**src/rtl/pireg_pkg.sv**
```systemverilog
package pireg_pkg;

  typedef struct packed {
    logic capSp;   // latch requested-level byte
    logic capFb;   // latch measured-level byte
    logic commit;  // evaluate law, update state and duty
  } pireg_strobe_t;

  typedef enum logic [2:0] {
    ST_IDLE,
    ST_REQ_SP,
    ST_WAIT_SP,
    ST_REQ_FB,
    ST_WAIT_FB,
    ST_CALC
  } pireg_state_t;

endpackage

```
**src/rtl/pireg_ctrl.sv**
```systemverilog
module pireg_ctrl
  import pireg_pkg::*;
#(
  parameter int TICK_CYCLES = 100000
) (
  input  logic          clk,
  input  logic          rstN,
  input  logic          adcDone,
  output logic          adcStart,
  output logic          adcSel,
  output logic          busy,
  output pireg_strobe_t strobes
);

  localparam int TW = (TICK_CYCLES > 1) ? $clog2(TICK_CYCLES) : 1;
  localparam logic [TW-1:0] TICK_LAST = TW'(TICK_CYCLES - 1);

  logic [TW-1:0] tickCnt;
  logic          tickNow;
  pireg_state_t  state, stateNext;

  assign tickNow = (tickCnt == TICK_LAST);

  always_ff @(posedge clk or negedge rstN) begin
    if (!rstN)        tickCnt <= '0;
    else if (tickNow) tickCnt <= '0;
    else              tickCnt <= tickCnt + 1'b1;
  end

  always_comb begin
    stateNext = state;
    unique case (state)
      ST_IDLE:    if (tickNow) stateNext = ST_REQ_SP;
      ST_REQ_SP:  stateNext = ST_WAIT_SP;
      ST_WAIT_SP: if (adcDone) stateNext = ST_REQ_FB;
      ST_REQ_FB:  stateNext = ST_WAIT_FB;
      ST_WAIT_FB: if (adcDone) stateNext = ST_CALC;
      ST_CALC:    stateNext = ST_IDLE;
      default:    stateNext = ST_IDLE;
    endcase
  end

  always_ff @(posedge clk or negedge rstN) begin
    if (!rstN) state <= ST_IDLE;
    else       state <= stateNext;
  end

  assign adcStart       = (state == ST_REQ_SP) || (state == ST_REQ_FB);
  assign adcSel         = (state == ST_REQ_FB) || (state == ST_WAIT_FB);
  assign busy           = (state != ST_IDLE);
  assign strobes.capSp  = (state == ST_WAIT_SP) && adcDone;
  assign strobes.capFb  = (state == ST_WAIT_FB) && adcDone;
  assign strobes.commit = (state == ST_CALC);

  // no update leaves idle without a tick
  p_idle_until_tick_r1: assert property (@(posedge clk) disable iff (!rstN)
    (state == ST_IDLE && !tickNow) |=> (state == ST_IDLE));

  // a start request lasts one cycle
  p_start_single_r2: assert property (@(posedge clk) disable iff (!rstN)
    adcStart |=> !adcStart);

  // the second request follows the first done and selects the measured level
  p_fb_after_sp_done_r2: assert property (@(posedge clk) disable iff (!rstN)
    (state == ST_WAIT_SP && adcDone) |=> (adcStart && adcSel));

endmodule

```
**src/rtl/pireg_datapath.sv**
```systemverilog
module pireg_datapath
  import pireg_pkg::*;
#(
  parameter int ADC_W  = 10,
  parameter int DUTY_W = 8,
  parameter int ACC_W  = 16
) (
  input  logic              clk,
  input  logic              rstN,
  input  pireg_strobe_t     strobes,
  input  logic [ADC_W-1:0]  adcData,
  output logic [DUTY_W-1:0] dutyReg
);

  localparam int PAD = ACC_W - DUTY_W;
  localparam logic signed [ACC_W-1:0] SAT_HI = ACC_W'((1 << DUTY_W) - 2);

  logic [DUTY_W-1:0]        sampleTop;
  logic [DUTY_W-1:0]        spReg, fbReg;
  logic signed [ACC_W-1:0]  prevErr;
  logic signed [ACC_W-1:0]  errNow, prevAdj, prevOutS, sumNow;
  logic [DUTY_W-1:0]        clampNow;

  assign sampleTop = adcData[ADC_W-1 -: DUTY_W];

  generate
    if (ADC_W > DUTY_W) begin : g_low_bits
      logic unusedLowBits;
      assign unusedLowBits = ^adcData[ADC_W-DUTY_W-1:0];
    end
  endgenerate

  always_ff @(posedge clk or negedge rstN) begin
    if (!rstN) begin
      spReg <= '0;
      fbReg <= '0;
    end else begin
      if (strobes.capSp) spReg <= sampleTop;
      if (strobes.capFb) fbReg <= sampleTop;
    end
  end

  always_comb begin
    errNow   = $signed({{PAD{1'b0}}, spReg}) - $signed({{PAD{1'b0}}, fbReg});
    prevAdj  = (&prevErr) ? '0 : prevErr;
    prevOutS = $signed({{PAD{1'b0}}, dutyReg});
    sumNow   = (errNow >>> 1) - (prevAdj >>> 2) + prevOutS;
    if (sumNow < 0)           clampNow = '0;
    else if (sumNow > SAT_HI) clampNow = SAT_HI[DUTY_W-1:0];
    else                      clampNow = sumNow[DUTY_W-1:0];
  end

  always_ff @(posedge clk or negedge rstN) begin
    if (!rstN) begin
      prevErr <= '0;
      dutyReg <= '0;
    end else if (strobes.commit) begin
      prevErr <= errNow;
      dutyReg <= clampNow;
    end
  end

  // duty never exceeds the upper clamp
  p_duty_range_r6: assert property (@(posedge clk) disable iff (!rstN)
    dutyReg <= SAT_HI[DUTY_W-1:0]);

  // duty and stored error change only on commit
  p_hold_state_r7: assert property (@(posedge clk) disable iff (!rstN)
    !strobes.commit |=> ($stable(dutyReg) && $stable(prevErr)));

endmodule

```
**src/rtl/pireg_pwm.sv**
```systemverilog
module pireg_pwm #(
  parameter int DUTY_W = 8
) (
  input  logic              clk,
  input  logic              rstN,
  input  logic [DUTY_W-1:0] dutyReg,
  output logic              pwmOut
);

  logic [DUTY_W-1:0] cnt;
  logic [DUTY_W-1:0] cmpActive;
  logic              wrapNow;

  assign wrapNow = &cnt;

  always_ff @(posedge clk or negedge rstN) begin
    if (!rstN) begin
      cnt       <= '0;
      cmpActive <= '0;
    end else begin
      cnt <= cnt + 1'b1;
      if (wrapNow) cmpActive <= dutyReg;
    end
  end

  assign pwmOut = (cnt < cmpActive);

  // the active compare value changes only across a counter wrap
  p_load_at_wrap_r10: assert property (@(posedge clk) disable iff (!rstN)
    !wrapNow |=> $stable(cmpActive));

endmodule

```
**src/rtl/pi_duty_regulator.sv**
```systemverilog
module pi_duty_regulator
  import pireg_pkg::*;
#(
  parameter int TICK_CYCLES = 100000,
  parameter int ADC_W       = 10,
  parameter int DUTY_W      = 8,
  parameter int ACC_W       = 16
) (
  input  logic              clk,
  input  logic              rstN,
  input  logic              adcDone,
  input  logic [ADC_W-1:0]  adcData,
  output logic              adcStart,
  output logic              adcSel,
  output logic              busy,
  output logic [DUTY_W-1:0] duty,
  output logic              pwmOut
);

  pireg_strobe_t strobes;

  pireg_ctrl #(.TICK_CYCLES(TICK_CYCLES)) u_ctrl (
    .clk      (clk),
    .rstN     (rstN),
    .adcDone  (adcDone),
    .adcStart (adcStart),
    .adcSel   (adcSel),
    .busy     (busy),
    .strobes  (strobes)
  );

  pireg_datapath #(.ADC_W(ADC_W), .DUTY_W(DUTY_W), .ACC_W(ACC_W)) u_dp (
    .clk     (clk),
    .rstN    (rstN),
    .strobes (strobes),
    .adcData (adcData),
    .dutyReg (duty)
  );

  pireg_pwm #(.DUTY_W(DUTY_W)) u_pwm (
    .clk     (clk),
    .rstN    (rstN),
    .dutyReg (duty),
    .pwmOut  (pwmOut)
  );

  // busy drops on the edge that ends the update
  p_busy_ends_with_commit_r8: assert property (@(posedge clk) disable iff (!rstN)
    $fell(busy) |-> $past(strobes.commit));

endmodule

```
**config.mk**
```make
export PLATFORM = sky130hd
export DESIGN_NAME = pi_duty_regulator
export DESIGN_NICKNAME = d
export VERILOG_FILES = /design/src/rtl/pireg_pkg.sv /design/src/rtl/pireg_ctrl.sv /design/src/rtl/pireg_datapath.sv /design/src/rtl/pireg_pwm.sv /design/src/rtl/pi_duty_regulator.sv
export SDC_FILE = /design/constraint.sdc
export NUM_CORES = 1
export LEC_CHECK = 0
export BUFFER_PORTS_ARGS = -buffer_cell sky130_fd_sc_hd__buf_2
export CAP_MARGIN = 20
export CORE_UTILIZATION = 65
export CTS_BUF_LIST = sky130_fd_sc_hd__clkbuf_8
export DETAILED_ROUTE_END_ITERATION = 8
export PLACE_DENSITY = 0.81
export SKIP_CTS_REPAIR_TIMING = 1
export SLEW_MARGIN = 20
export SYNTH_ARGS = -nofsm -noshare
export SYNTH_HDL_FRONTEND = slang
export SYNTH_SLANG_ARGS = --single-unit
export TNS_END_PERCENT = 20
```
**constraint.sdc**
```tcl
create_clock -name clk -period 12.6 [get_ports clk]
set_clock_uncertainty 0.2 [all_clocks]
set_input_delay 2.52 -clock clk [delete_from_list [all_inputs] [get_ports clk]]
set_output_delay 2.52 -clock clk [all_outputs]
set_load 0.03 [all_outputs]
```
# After elaboration in Yosys (flattened, before gate mapping)
# Index checks and enable logic that the tools add are counted.
# Widths: inputs -> output; s select.
# op_classes
n_mux,8
n_lt_le_gt_ge,3
mul,0
n_div,0
add_sub_neg,5
reduce_logical,9
bitwise_logic,0
n_eq_ne,9
n_shift,0
# op_table
cell,count
$add 17x1->17 const B,1
$eq 17x17->1 const B,1
$mux 17,1
$add 16x9->16,1
$gt 16x9->1 const B,1
$lt 16x1->1 const B,1
$mux 16,1
$mux 8,2
$reduce_and 16->1,1
$pmux 3 s5,1
$sub 8x14->15,1
$mux 3,3
$sub 8x8->9,1
$add 8x1->8 const B,1
$lt 8x8->1,1
$reduce_and 8->1,1
$eq 3x2->1 const B,2
$eq 3x3->1 const B,2
$ne 2x2->1 const B,2
$eq 3x1->1 const B,1
$logic_not 3->1,1
$reduce_and 3->1,1
$reduce_bool 3->1,1
$logic_and 1x1->1,2
2 further kinds,3
# word_totals
romBits,0
ram_bits,0
input_bits,13
mem_count,0
latchBits,0
regBits,69
elab_cells,42
out_inout_bits,12

# Longest topological paths before layout
# depth
ltp_word,7
ltp_mapped,23
mapped_depth_nobuf,23

# By module
# Synthesis repeated with hierarchy kept, for this count alone.
# hier_totals
hier_cells,417
area_unflattened_um2,4190.3
# modules_own_cells
module,seq_area_each_um2,cells_per_inst,instances,area_each_um2
pireg_datapath,825.8,247,1,2404.8
pireg_ctrl,500.5,101,1,992.2
pireg_pwm,400.4,69,1,793.3

# Least setup slack after synthesis
# No wires, ideal clock.
# synth_path
path_kind,reg2out
from,register u_pwm.cnt[1]
to,output pwmOut
setup_slack_ns,7.789
path_stages_with_launch,8
arrival_ns,2.091
required_time_ns,9.880
path_buffers,0
path_cell_list,dfrtp_1 -> ha_1 -> a21boi_0 -> o21a_1 -> o21ai_0 -> a21oi_1 -> o211a_1 -> a211oi_1
# synth_via
elab_chain_len,1
# synth_rtl
item,line,source
start: declaration,pireg_pwm.sv:10,logic [DUTY_W-1:0] cnt;
start signal: assignment,pireg_pwm.sv:21,cnt <= cnt + 1'b1;
$lt 8x8->1,pireg_pwm.sv:26,assign pwmOut = (cnt < cmpActive);
end: declaration,pi_duty_regulator.sv:17,output logic pwmOut
# No other way between the ends.

# Final worst setup path
# Same ends and word-level chain as after synthesis.

==> run metrics <==
RSZ-0062 raised after global routing no; path type of the worst setup path flip-flop to output port; clock root buffer clkbuf_8; Initial Utilization 68.2%; crit-path cells ha_1, a21boi_0, o21a_1, o21ai_0, a21oi_1, o211a_1, a211oi_1, buf_2; Synth top area share 42.5%; largest net degree at the start of global routing 70; layout cell share with drive strength beyond 1 14.0%; Max-cap violations 0; Final min period between 4000 and 5000 ps; synthesis-to-layout area growth 9.31%; CP Launch Type flip-flop; Buffers on Ports 22; DIE WIDTH 81.0 µm; FP Rows 28; Core ar. a little under 0.006 mm²; Post-synth EDFFs 0; final WL between 7000 and 8000 µm; CP max FO 4; Clk Latency, worst-skew pair 350 ps; global route overflow 0; die height between 80 and 90 µm; Hold Path Class flip-flop to flip-flop; Routed WL per cell roughly 14 µm; dominant cell type by area after synthesis dfrtp_1; cells after synthesis between 400 and 500; antenna violations before repair 0; Worst Path Arrival approximately 2200 ps; Clock Sinks 69; DR iter-0 viols ~100; # DRC 0; Synth Area per Inst 9.69 µm²; Post-Syn Area approximately 0.004 mm²; DR vias 2959; WP buf/inv 1; Finish-stage setup viols 0; CP required between 9000 and 10000 ps; synthesized net count 469; fin area roughly 0.0044 mm²; Fin. Hold Viols 0; Cell variety after synth between 40 and 50; Total GRT Usage 25.1%; Max Transition Viols Final 0; Fmax 0.203 GHz; relative slew slack around 36%; post-DR vias/cell 5.65; CTS tree built; slowest library cell on the worst path dfrtp_1; Reg clk slew, reported paths 80 ps; commonest cells after routing, fill and taps aside dfrtp_1, nand2_1, ha_1, o21ai_0, inv_1; Async S/R FF share, synth between 90% and 100%; clk buf depth 2; CTS Buf Count 9; Final ANT Viol Nets 0; GPL Wtd Cong a little over 0.8; vias in the first global route 2879; # H-tree levels 3; CP delay by family, top compound AO/OA/AOI/OAI gates; DP Wirelength 5230 µm; ys flop type dfrtp_1; crit path capture type output port; setup TNS 0 ps; Warnings, synthesis 0; n_diodes 0; first-pass GRT wire length about 12000 µm; final worst path period share between 30% and 40%; I/O pin count 25; post-synthesis register bit count 69; Die ar. 0.00657 mm²; DR pass1 iterations 4; most common library cell in the layout ignoring fill and taps dfrtp_1; register area share after synthesis 42.5%; crit-path max cell delay about 420 ps; Slew @ Worst Pin around 950 ps; post-placement cell area ~0.0042 mm²; outcome complete, no violations; nets between 400 and 500; largest cells by area after synthesis dfrtp_1, ha_1, xnor2_1, nand2_1, mux2_2
-- cell families after synthesis --
kind of cell / share of synthesized area, %
compound gates: 13.1
xor+xnor: 7.98
fa+ha+maj: 12.0
buf+inv: 3.73
flops: 42.5
mux: 4.93
simple gates: 15.8
-- metal layers --
metal,GRT usage (%),routed length [µm],share of wire [%]
met5,0,0,0
met4,10.4,119,1.6
met3,5.51,209,2.9
met2,42.2,3540,48
met1,31.1,3450,47
-- worst paths after layout --
path	to	cells after the start	slack, ps	start
hold reg to reg	u_ctrl.tickCnt[4]$_DFF_PN0_	1	280	u_ctrl.tickCnt[4]$_DFF_PN0_
setup reg to reg	u_dp.dutyReg[1]$_DFFE_PN0N_	23	7680	u_dp.fbReg[1]$_DFFE_PN0P_
max in group asynchronous	u_dp.prevErr[1]$_DFFE_PN0N_	2	9500	rstN
min in group asynchronous	u_dp.dutyReg[7]$_DFFE_PN0N_	2	2140	rstN
setup / recovery	pwmOut	8	7670	u_pwm.cnt[1]$_DFF_PN0_
hold / removal	u_ctrl.tickCnt[4]$_DFF_PN0_	1	280	u_ctrl.tickCnt[4]$_DFF_PN0_
-- cells in the mapped netlist (5+ instances only) --
library cell,count
o21ai_1,6
nand2b_1,5
nand2_1,49
nand4_1,6
inv_1,31
nor2_1,31
ha_1,34
xor2_1,15
o21ai_0,33
dfrtp_1,69
a21o_1,5
and3_1,6
nand3_1,13
xnor2_1,22
a21oi_1,14
clkbuf_1,8
mux2_2,16
-- sequential cells by signal, summed over array words and instances, names as in the netlist --
signal and count:
u_ctrl.tickCnt 17, u_dp.prevErr 9, u_dp.fbReg 8, u_pwm.cnt 8
u_pwm.cmpActive 8, u_dp.spReg 8, u_ctrl.state 3, u_dp.dutyReg 8
-- per-stage QoR --
step	hold WS (ps)	cells	setup WS [ps]	utilization, %
2_1_floorplan	246	419	7790	-
3_3_place_gp	261	508	8000	71.1
3_5_place_dp	272	508	7780	71.1
4_1_cts	282	524	7640	74.5
5_1_grt	315	524	7300	74.5
6_report	281	524	7670	74.5
-- layout make-up --
type | instances | area [µm²]
tap | 75 | 93.8
clock buffer | 10 | 138
timing repair buffer | 23 | 118
sequential | 69 | 1730
clock inverter | 6 | 63.8
fill | 428 | 1520
inverter | 31 | 116
multi-input combinational | 310 | 2180
Power is not shown: default switching activity piles up to over one toggle a cycle in this logic, so the estimate is an artifact.
